File: config.mk
export PLATFORM = sky130hd
export DESIGN_NAME = adc_seq
export DESIGN_NICKNAME = d
export VERILOG_FILES = /design/src/rtl/adc_seq_pkg.sv /design/src/rtl/adc_clkgen.sv /design/src/rtl/adc_stub.sv /design/src/rtl/adc_ctrl.sv /design/src/rtl/adc_seq.sv
export SDC_FILE = /design/constraint.sdc
export NUM_CORES = 1
export LEC_CHECK = 0
export ABC_AREA = 1
export BUFFER_PORTS_ARGS = -buffer_cell sky130_fd_sc_hd__buf_2
export CORE_ASPECT_RATIO = 1.1
export CORE_MARGIN = 5
export CORE_UTILIZATION = 57
export CTS_CLUSTER_SIZE = 10
export DETAILED_ROUTE_END_ITERATION = 8
export GPL_TIMING_DRIVEN = 1
export PLACE_DENSITY = 0.76
export SYNTH_ARGS = -nofsm -noshare
export SYNTH_HDL_FRONTEND = slang
export SYNTH_SLANG_ARGS = --single-unit
File: constraint.sdc
create_clock -name clk_i -period 4.4 [get_ports clk_i]
set_clock_uncertainty 0.15 [all_clocks]
set_input_delay 0.44 -clock clk_i [delete_from_list [all_inputs] [get_ports clk_i]]
set_output_delay 0.44 -clock clk_i [all_outputs]
set_load 0.02 [all_outputs]
File: src/rtl/adc_seq_pkg.sv
`timescale 1ns/1ps
package adc_seq_pkg;
  localparam int ADDR_W = 3;

  typedef enum logic [ADDR_W-1:0] {
    A_SC   = 3'd0,
    A_CK   = 3'd1,
    A_HI   = 3'd2,
    A_R0   = 3'd3,
    A_R1   = 3'd4,
    A_R2   = 3'd5,
    A_R3   = 3'd6,
    A_NONE = 3'd7
  } addr_e;

  typedef enum logic {
    RM_TRUNC = 1'b0,
    RM_WIDE  = 1'b1
  } rmode_e;
endpackage

File: src/rtl/adc_clkgen.sv
`timescale 1ns/1ps
module adc_clkgen #(
  parameter int CODE_W = 3,
  parameter int CNT_W  = 4
) (
  input  logic              clk_i,
  input  logic              rst_ni,
  input  logic              clr_i,
  input  logic              src_sel_i,
  input  logic              osc_tick_i,
  input  logic [CODE_W-1:0] div_code_i,
  output logic              tick_o
);
  localparam int MAX_CODE = CNT_W;

  logic [CNT_W-1:0] cnt_q;
  logic [CNT_W-1:0] lim;
  logic             src_pulse;

  always_comb begin
    src_pulse = src_sel_i ? osc_tick_i : 1'b1;
    lim = '1;
    if (int'(div_code_i) < MAX_CODE) lim = CNT_W'((32'd1 << div_code_i) - 32'd1);
    tick_o = src_pulse && (cnt_q == lim);
  end

  always_ff @(posedge clk_i or negedge rst_ni) begin
    if (!rst_ni)        cnt_q <= '0;
    else if (clr_i)     cnt_q <= '0;
    else if (src_pulse) cnt_q <= tick_o ? '0 : cnt_q + 1'b1;
  end
endmodule

File: src/rtl/adc_stub.sv
`timescale 1ns/1ps
module adc_stub #(
  parameter int CHAN_W = 5
) (
  input  logic [CHAN_W-1:0]   chan_i,
  output logic [2*CHAN_W-1:0] sample_o
);
  // behavioural stand-in for the analog converter
  assign sample_o = {chan_i, ~chan_i};
endmodule

File: src/rtl/adc_ctrl.sv
`timescale 1ns/1ps
module adc_ctrl #(
  parameter int CHAN_W   = 5,
  parameter int SLOT_W   = 2,
  parameter int CONV_LEN = 16
) (
  input  logic              clk_i,
  input  logic              rst_ni,
  input  logic              tick_i,
  input  logic              sc_wr_i,
  input  logic              wr_cont_i,
  input  logic              wr_scan_i,
  input  logic              cont_i,
  input  logic              scan_i,
  input  logic [CHAN_W-1:0] chan_i,
  input  logic [SLOT_W-1:0] last_i,
  output logic              busy_o,
  output logic              fin_o,
  output logic              pend_o,
  output logic [SLOT_W-1:0] slot_o,
  output logic              scan_cur_o,
  output logic [CHAN_W-1:0] chan_o
);
  localparam int PH_W = $clog2(CONV_LEN);
  localparam logic [PH_W-1:0] PH_LAST = PH_W'(CONV_LEN - 1);

  logic              busy_q, pend_q, cur_scan_q;
  logic [PH_W-1:0]   ph_q;
  logic [SLOT_W-1:0] cnt_q, cur_slot_q;
  logic [CHAN_W-1:0] cur_chan_q, sel_chan;
  logic              fin, pend_set, take, scan_more;

  always_comb begin
    fin       = busy_q && tick_i && (ph_q == PH_LAST);
    pend_set  = sc_wr_i && (!busy_q || wr_cont_i || wr_scan_i);
    take      = tick_i && pend_q && (!busy_q || (fin && !sc_wr_i));
    scan_more = scan_i && cur_scan_q && (cnt_q != last_i);
    sel_chan  = scan_i ? CHAN_W'(cnt_q) : chan_i;
  end

  always_ff @(posedge clk_i or negedge rst_ni) begin
    if (!rst_ni) begin
      busy_q     <= 1'b0;
      pend_q     <= 1'b0;
      ph_q       <= '0;
      cnt_q      <= '0;
      cur_slot_q <= '0;
      cur_chan_q <= '0;
      cur_scan_q <= 1'b0;
    end else begin
      pend_q <= pend_set || (pend_q && !take);
      if (sc_wr_i && wr_scan_i) cnt_q <= '0;
      if (busy_q && tick_i && !fin) ph_q <= ph_q + 1'b1;
      if (take) begin
        busy_q     <= 1'b1;
        ph_q       <= '0;
        cur_chan_q <= sel_chan;
        cur_slot_q <= scan_i ? cnt_q : '0;
        cur_scan_q <= scan_i;
      end else if (fin) begin
        ph_q <= '0;
        if (sc_wr_i) begin
          busy_q <= 1'b0;  // a fresh start is queued by the write
        end else if (scan_more) begin
          cnt_q      <= cnt_q + 1'b1;
          cur_slot_q <= cnt_q + 1'b1;
          cur_chan_q <= CHAN_W'(cnt_q + 1'b1);
        end else if (cont_i && !scan_i) begin
          cur_chan_q <= chan_i;
          cur_slot_q <= '0;
          cur_scan_q <= 1'b0;
        end else begin
          busy_q <= 1'b0;
        end
      end
    end
  end

  assign busy_o     = busy_q;
  assign fin_o      = fin;
  assign pend_o     = pend_q;
  assign slot_o     = cur_slot_q;
  assign scan_cur_o = cur_scan_q;
  assign chan_o     = busy_q ? cur_chan_q : sel_chan;
endmodule

File: src/rtl/adc_seq.sv
`timescale 1ns/1ps
module adc_seq import adc_seq_pkg::*; #(
  parameter int CHAN_W    = 5,
  parameter int SLOT_W    = 2,
  parameter int CODE_W    = 3,
  parameter int DIV_CNT_W = 4,
  parameter int CONV_LEN  = 16,
  parameter int DATA_W    = 8
) (
  input  logic              clk_i,
  input  logic              rst_ni,
  input  logic              osc_tick_i,
  input  logic              wr_en_i,
  input  logic              rd_en_i,
  input  logic [ADDR_W-1:0] addr_i,
  input  logic [DATA_W-1:0] wdata_i,
  output logic [DATA_W-1:0] rdata_o,
  output logic [CHAN_W-1:0] chan_o,
  output logic              busy_o
);
  localparam int SMP_W    = 2 * CHAN_W;
  localparam int NUM_RES  = 1 << SLOT_W;
  localparam int HI_W     = SMP_W - DATA_W;
  localparam int CONT_B   = CHAN_W;
  localparam int SCAN_B   = CHAN_W + 1;
  localparam int FLAG_B   = DATA_W - 1;
  localparam int SRC_B    = 0;
  localparam int DIV_LSB  = 1;
  localparam int LAST_LSB = DIV_LSB + CODE_W;
  localparam int MODE_B   = LAST_LSB + SLOT_W;

  logic [CHAN_W-1:0] chan_q;
  logic              cont_q, scan_q, coco_q;
  logic              src_q;
  logic [CODE_W-1:0] div_q;
  logic [SLOT_W-1:0] last_q;
  rmode_e            mode_q;
  logic [HI_W-1:0]   hi_q;

  logic              sc_wr, ck_wr, r0_rd;
  logic              tick, busy, fin, pend, cur_scan;
  logic [SLOT_W-1:0] slot;
  logic [SMP_W-1:0]  sample;
  logic [DATA_W-1:0] store_val;
  logic [NUM_RES-1:0][DATA_W-1:0] res_all;

  assign sc_wr = wr_en_i && (addr_i == A_SC);
  assign ck_wr = wr_en_i && (addr_i == A_CK);
  assign r0_rd = rd_en_i && (addr_i == A_R0);

  adc_clkgen #(.CODE_W(CODE_W), .CNT_W(DIV_CNT_W)) u_clkgen (
    .clk_i      (clk_i),
    .rst_ni     (rst_ni),
    .clr_i      (ck_wr),
    .src_sel_i  (src_q),
    .osc_tick_i (osc_tick_i),
    .div_code_i (div_q),
    .tick_o     (tick)
  );

  adc_ctrl #(.CHAN_W(CHAN_W), .SLOT_W(SLOT_W), .CONV_LEN(CONV_LEN)) u_ctrl (
    .clk_i      (clk_i),
    .rst_ni     (rst_ni),
    .tick_i     (tick),
    .sc_wr_i    (sc_wr),
    .wr_cont_i  (wdata_i[CONT_B]),
    .wr_scan_i  (wdata_i[SCAN_B]),
    .cont_i     (cont_q),
    .scan_i     (scan_q),
    .chan_i     (chan_q),
    .last_i     (last_q),
    .busy_o     (busy),
    .fin_o      (fin),
    .pend_o     (pend),
    .slot_o     (slot),
    .scan_cur_o (cur_scan),
    .chan_o     (chan_o)
  );

  adc_stub #(.CHAN_W(CHAN_W)) u_stub (
    .chan_i   (chan_o),
    .sample_o (sample)
  );

  // scan results are always truncated
  assign store_val = (cur_scan || mode_q == RM_TRUNC) ? sample[SMP_W-1 -: DATA_W]
                                                      : sample[DATA_W-1:0];

  always_ff @(posedge clk_i or negedge rst_ni) begin
    if (!rst_ni) begin
      chan_q <= '0;
      cont_q <= 1'b0;
      scan_q <= 1'b0;
      coco_q <= 1'b0;
      src_q  <= 1'b0;
      div_q  <= '0;
      last_q <= '0;
      mode_q <= RM_TRUNC;
      hi_q   <= '0;
    end else begin
      if (sc_wr) begin
        chan_q <= wdata_i[CHAN_W-1:0];
        cont_q <= wdata_i[CONT_B];
        scan_q <= wdata_i[SCAN_B];
      end
      if (ck_wr) begin
        src_q  <= wdata_i[SRC_B];
        div_q  <= wdata_i[DIV_LSB +: CODE_W];
        last_q <= wdata_i[LAST_LSB +: SLOT_W];
        mode_q <= rmode_e'(wdata_i[MODE_B]);
      end
      if (fin)                 coco_q <= 1'b1;
      else if (sc_wr || r0_rd) coco_q <= 1'b0;
      if (fin && !cur_scan)
        hi_q <= (mode_q == RM_WIDE) ? sample[SMP_W-1 -: HI_W] : '0;
    end
  end

  for (genvar g = 0; g < NUM_RES; g++) begin : g_res
    logic [DATA_W-1:0] q;
    always_ff @(posedge clk_i or negedge rst_ni) begin
      if (!rst_ni)                          q <= '0;
      else if (fin && slot == SLOT_W'(g))  q <= store_val;
    end
    assign res_all[g] = q;
  end

  always_comb begin
    rdata_o = '0;
    unique case (addr_i)
      A_SC: begin
        rdata_o[CHAN_W-1:0] = chan_q;
        rdata_o[CONT_B]     = cont_q;
        rdata_o[SCAN_B]     = scan_q;
        rdata_o[FLAG_B]     = coco_q;
      end
      A_CK: begin
        rdata_o[SRC_B]                 = src_q;
        rdata_o[DIV_LSB +: CODE_W]     = div_q;
        rdata_o[LAST_LSB +: SLOT_W]    = last_q;
        rdata_o[MODE_B]                = mode_q;
      end
      A_HI: rdata_o[HI_W-1:0] = hi_q;
      A_R0, A_R1, A_R2, A_R3: rdata_o = res_all[SLOT_W'(addr_i - A_R0)];
      default: rdata_o = '0;
    endcase
  end

  assign busy_o = busy;
endmodule

==> results.cfg, run 1 <==
[clock_tree]
worstSkewPairLatency_ns = 0.35
clockBufferDepth = 2
cts_tree = done
cts_setup_buffers = 0
cts.hold.buffers_added = 0
cts_made_buffers = 9
post_cts_resized = 0
clk_pin_slew_ns = 0.08
ctsRootBufferMaster = clkbuf_8
htree_levels = 3
cts.sinks = 69

[cells_and_area]
utilization_pct = 64.42
n_fill_cell = 578
antennaDiodeCount = 0
nets = 552
layout-drive-gt1-share_pct = 13.32
synthToLayoutAreaGrowth_pct = 9.596

[synthesis]
synth_nets = 526
syn_inst = 502
async_flop_share_pct = 100.0
synthTopCellsByArea = dfrtp_1 44%, nand2_1 12%, o21ai_0 9.1%, inv_1 7.4%, nand3_1 4.4%
synth-edff-count = 0
syn_area_sq_um = 3899
synth_top_area_share_pct = 44.29
ys.flop_type = dfrtp_1
yosysMostFrequentCell = nand2_1
synth_cell_types = 35
synth.yosys.seq_area_share_pct = 44.29
avgSynthCellArea_sq_um = 7.766
yosysWarnings = 0
yosys.area.top_type = dfrtp_1
synth_commonest_cells = 121 x nand2_1, 77 x inv_1, 71 x o21ai_0, 69 x dfrtp_1, 34 x nand3_1
ys_seq_elements = 69

[drt]
drt_iter0_markers = 338
ant_nets = 0
num_vias = 3441
wl_met1_microns = 4343
vias_per_cell = 5.595
wl_met2_microns = 4322
top_layer = met4
routedWlPerCell_microns = 15.33
dr_wl_met3_microns = 558
drtPass1Iterations = 5
drc = 0
routed_wirelength_microns = 9426

[worst_setup_path]
cp.buffers_inverters = 4
crit_start = addr_i[0]
worstPathRequired_ns = 3.81
cp.arrival_ns = 2.73
crit_fanout = 25
crit_type = input pin to output port
crit_path_max_incr_delay_ns = 0.61
slowest_stage = ha_1
reg2reg_from = div_q[2]
crit_path_start_kind = input pin
worstSetupEndpointType = output port
critical_path.cell_chain = buf_2 > inv_1 > ha_1 > inv_1 > a21oi_1 > o21ai_0 > nand2_1 > a22oi_1 > o21ai_0 > buf_2
cp_top_family = buffers and inverters

[placement]
gp_congestion = 0.8670
post-dp-hpwl_microns = 6687
port_buffers = 28

[power]
peakVddDrop_mv = 0.3699
p_leak_uw = 0.002171
power_density_nw_per_um2 = 475.2

[sta]
finalCritPeriodShare_pct = 75.36
final_hold_viol_count = 0
finalSetupViolCount = 0
fin_crit_ns = 3.316
rsz0062_at_grt = no
tns_ns = 0
slew_headroom_pct = 44.94
slew_violations = 0
worst_pin_slew_ns = 0.8172
max_freq_ghz = 0.3016

[floorplan]
die_h_microns = 96.74
fp.dieW_microns = 88.86
start_util_pct = 58.78
pin_count = 30
rows = 31
dieArea_sq_um = 8596
coreArea_sq_um = 6633

[global_routing]
overflow = 0
antenna_found_initial = 0
grt_usage_pct = 23.36
grt_start_max_net_pins = 37
grt_pass1_vias = 3286
grt_pass1_wl_microns = 15810

[flow_run]
maxCapViolCount = 0

[outcome]
status = completed

[min_path]
hp-class = input pin to asynchronous set/reset pin
-- final cells by class --
class	count	area, sq um	area share [%]
tap	82	102.6	2.401
clock buffer	13	168.9	3.953
clock inverter	3	42.54	0.9956
multi-input combinational	338	1780	41.67
timing repair buffer	29	147.6	3.455
sequential	69	1727	40.41
inverter	81	304.0	7.116
-- stage by stage --
step	hold slack [ns]	setup WS (ns)	total power [uW]	instances	area [sq um]
floorplan	-0.005591	1.889	1281	502	3899
global placement	0.3298	1.159	1462	599	4061
detailed placement	0.3362	1.108	1480	599	4061
CTS	0.03711	1.102	2031	615	4273
global route	0.07330	0.8156	2157	615	4273
finish	0.01290	1.084	2031	615	4273
-- flip-flops by register name, summed over array words and instances (netlist names), 2 cells and up --
signal and count:
u_clkgen.cnt_q 4, div_q 3, u_ctrl.cnt_q 2, u_ctrl.ph_q 4, hi_q 2, u_ctrl.slot_o 2
u_ctrl.cur_chan_q 5, chan_q 5, g_res.q 32, last_q 2
-- metal layers --
layer,vias up,track usage [%]
li1,1677,-
met1,1637,34.31
met2,105,33.94
met3,22,5.268
met4,0,7.674
met5,-,0
-- worst paths after layout --
check / end / slack, ns / cells after the start
max: rdata_o[5] / 1.08 / 10
min: g_res[1].q[7] / 0.01 / 1
max reg2reg: g_res[0].q[2] / 1.58 / 12
min reg2reg: u_ctrl.pend_o / 0.36 / 2
max in group asynchronous: u_ctrl.ph_q[1] / 3.12 / 2
min in group clk_i: chan_q[4] / 0.16 / 3
-- placed cells by master, fill, tap and decap left out, types with 8 or more instances in the layout --
cell      instances
a21oi_1          23
buf_2            28
clkbuf_8         12
dfrtp_1          69
ha_1              8
inv_1            77
nand2_1         121
nand3_1          34
nor2_1           20
o21ai_0          71
o21ai_1          12
-- cell families (layout without fill, tap and decap cells) --
logic type	count (synthesis)	in the layout	synth area share [%]
simple gates	202	202	24.65
compound gates	119	119	16.17
buf+inv	95	126	10.04
flops	69	69	44.29
fa+ha+maj	8	8	2.567
xor+xnor	5	5	1.123
mux	4	4	1.155
-- power by group --
part,switching (uW),internal (uW)
clock network,246,308
registers,86.9,727
logic,464,198
total,797,1230
Note: power is estimated with default switching activity, not from simulation.
==> inputs of run 2 (changes only) <==
Settings changed: CORE_UTILIZATION 57 to 54.
Clock period 4.4 ns to 2.9 ns, I/O delays scaled along.
==> run 2 against run 1 <==
- count of clock-buffer cells in the layout down 2
- wire length up 2.1%
- global-route usage down 1.1 points
- cell count up 2.3%
- combinational power up 57%
- sequential power up 52%
- register-to-register slack worse by 1.4 ns
- hold slack better by 0.014 ns
- total power up 62%
- non-clock buffer count up 11
- worst setup slack worse by 0.90 ns
- largest cell class unchanged
==> results.cfg, run 2 (synthesis results as in run 1) <==
[cells_and_area]
final_cell_mix = 121 x nand2_1, 77 x inv_1, 71 x o21ai_0, 69 x dfrtp_1, 34 x nand3_1
n_fill_cell = 600
nets = 563
mostFrequentLayoutCell = nand2_1
synthToLayoutAreaGrowth_pct = 13.38
layout-drive-gt1-share_pct = 15.07
largest_reg_flops = 32
reg_top3 = g_res.q (32), chan_q (5), u_ctrl.cur_chan_q (5)
regMostFlops = g_res.q
antennaDiodeCount = 0
design_area_sq_um = 4420

[placement]
port_buffers = 28
placed_cell_area_sq_um = 4153
gp_congestion = 0.9129
post-dp-hpwl_microns = 6859

[floorplan]
dieArea_sq_um = 9021
start_util_pct = 55.64
coreArea_sq_um = 7007
pin_count = 30
rows = 32
fp.dieW_microns = 91.02
die_h_microns = 99.12

[drt]
routed_wirelength_microns = 9628
ant_nets = 0
drc = 0
routedWlPerCell_microns = 15.31
vias_per_cell = 5.506
num_vias = 3463
drt_iter0_markers = 325
drtPass1Iterations = 5

[sta]
finalSetupViolCount = 0
finalCritPeriodShare_pct = 93.51
slew_violations = 0
tns_ns = 0
worst_pin_slew_ns = 0.8179
final_hold_viol_count = 0
rsz0062_at_grt = no
whs_ns = 0.02650
slew_headroom_pct = 45.48
max_freq_ghz = 0.3688
fin_crit_ns = 2.712

[min_path]
hp-class = input pin to flop
holdPathStages = 3

[clock_tree]
cts_made_buffers = 9
ctsRootBufferMaster = clkbuf_8
cts_setup_buffers = 0
cts.sinks = 69
htree_levels = 3
worstSkewPairLatency_ns = 0.35
clockBufferDepth = 2
cts_tree = done
clk_pin_slew_ns = 0.08
cts.hold.buffers_added = 1
post_cts_resized = 0

[power]
p_clk_share_pct = 30.6
p_sw_uw = 1234
share_seq_of_total_power_pct = 37.7
peakVddDrop_mv = 0.4475
swShare_pct = 37.44
p_comb_share_pct = 31.7
internal_power_uw = 2063
p_leak_uw = 0.002250
power_density_nw_per_um2 = 745.8
total_power_uw = 3297

[worst_setup_path]
timing.rr.end = g_res[2].q[5]
crit_type = flop to flop
worstPathRequired_ns = 2.95
crit_path_start_kind = flop
worstSetupEndpointType = flop
cp.arrival_ns = 2.76
cp-endpoint = g_res[2].q[5]
reg2reg_slack_ns = 0.19
r2r.worst_path.cells = 12
reg2reg_from = div_q[2]
crit_start = div_q[2]
crit_fanout = 14

[global_routing]
overflow = 0
grt_usage_pct = 22.23
antenna_found_initial = 0
grt_pass1_vias = 3339
grt_pass1_wl_microns = 16270
grt_start_max_net_pins = 37

[outcome]
status = completed

[flow_run]
maxCapViolCount = 0
==> run 2: layout make-up <==
type                            instances  area (sq um)  share of cell area [%]
Sequential cell                        69          1727                   39.06
Clock buffer                           11         151.4                   3.425
Inverter                               81         304.0                   6.878
Clock inverter                          5         106.4                   2.406
Timing Repair Buffer                   40         245.2                   5.548
Tap cell                               85         106.4                   2.406
Multi-Input combinational cell        338          1780                   40.28
==> run 2: worst min path at each step <==
stage	start	end	slack [ns]
floorplan	rst_ni	chan_q[0]	-0.16
global route	wdata_i[4]	chan_q[4]	0.02
global placement	rst_ni	g_res[0].q[0]	0.27
finish	wdata_i[1]	chan_q[1]	0.03
detailed placement	rst_ni	g_res[3].q[1]	0.28
CTS	wdata_i[4]	chan_q[4]	0.02
==> run 2: per-stage QoR <==
stage	worst slack [ns]	util (%)	std cells
after floorplan	0.5937	-	502
after global placement	0.3291	59.27	612
after detailed placement	0.2473	59.27	612
after CTS	0.2042	63.09	629
after global routing	0.007822	63.09	629
final	0.1883	63.09	629
==> run 2: metal layers <==
metal,track usage (%),part of all wire [%]
met3,3.707,5.8
met5,0,0
met1,31.51,46
met2,35.18,47
met4,6.659,1.6
==> run 2: power by group through the flow <==
stage                     clock [uW]  sequential [uW]  combinational, uW
after floorplan                    0             1210                733
after global placement             0             1250               1010
after detailed placement           0             1260               1030
after CTS                       1020             1240               1040
after global routing            1070             1260               1170
final                           1010             1240               1040
==> run 2: worst max-delay path, stage by stage (launching register included) <==
cell	delay, ns
dfrtp_1	0.42
nor2_2	0.16
nand2_1	0.09
ha_1	0.30
nand2_1	0.05
nand2_1	0.05
nand2_1	0.07
nor2_4	0.12
nand4_4	0.17
nor2_4	0.18
nand2_4	0.17
nor3_2	0.45
o21ai_0	0.16
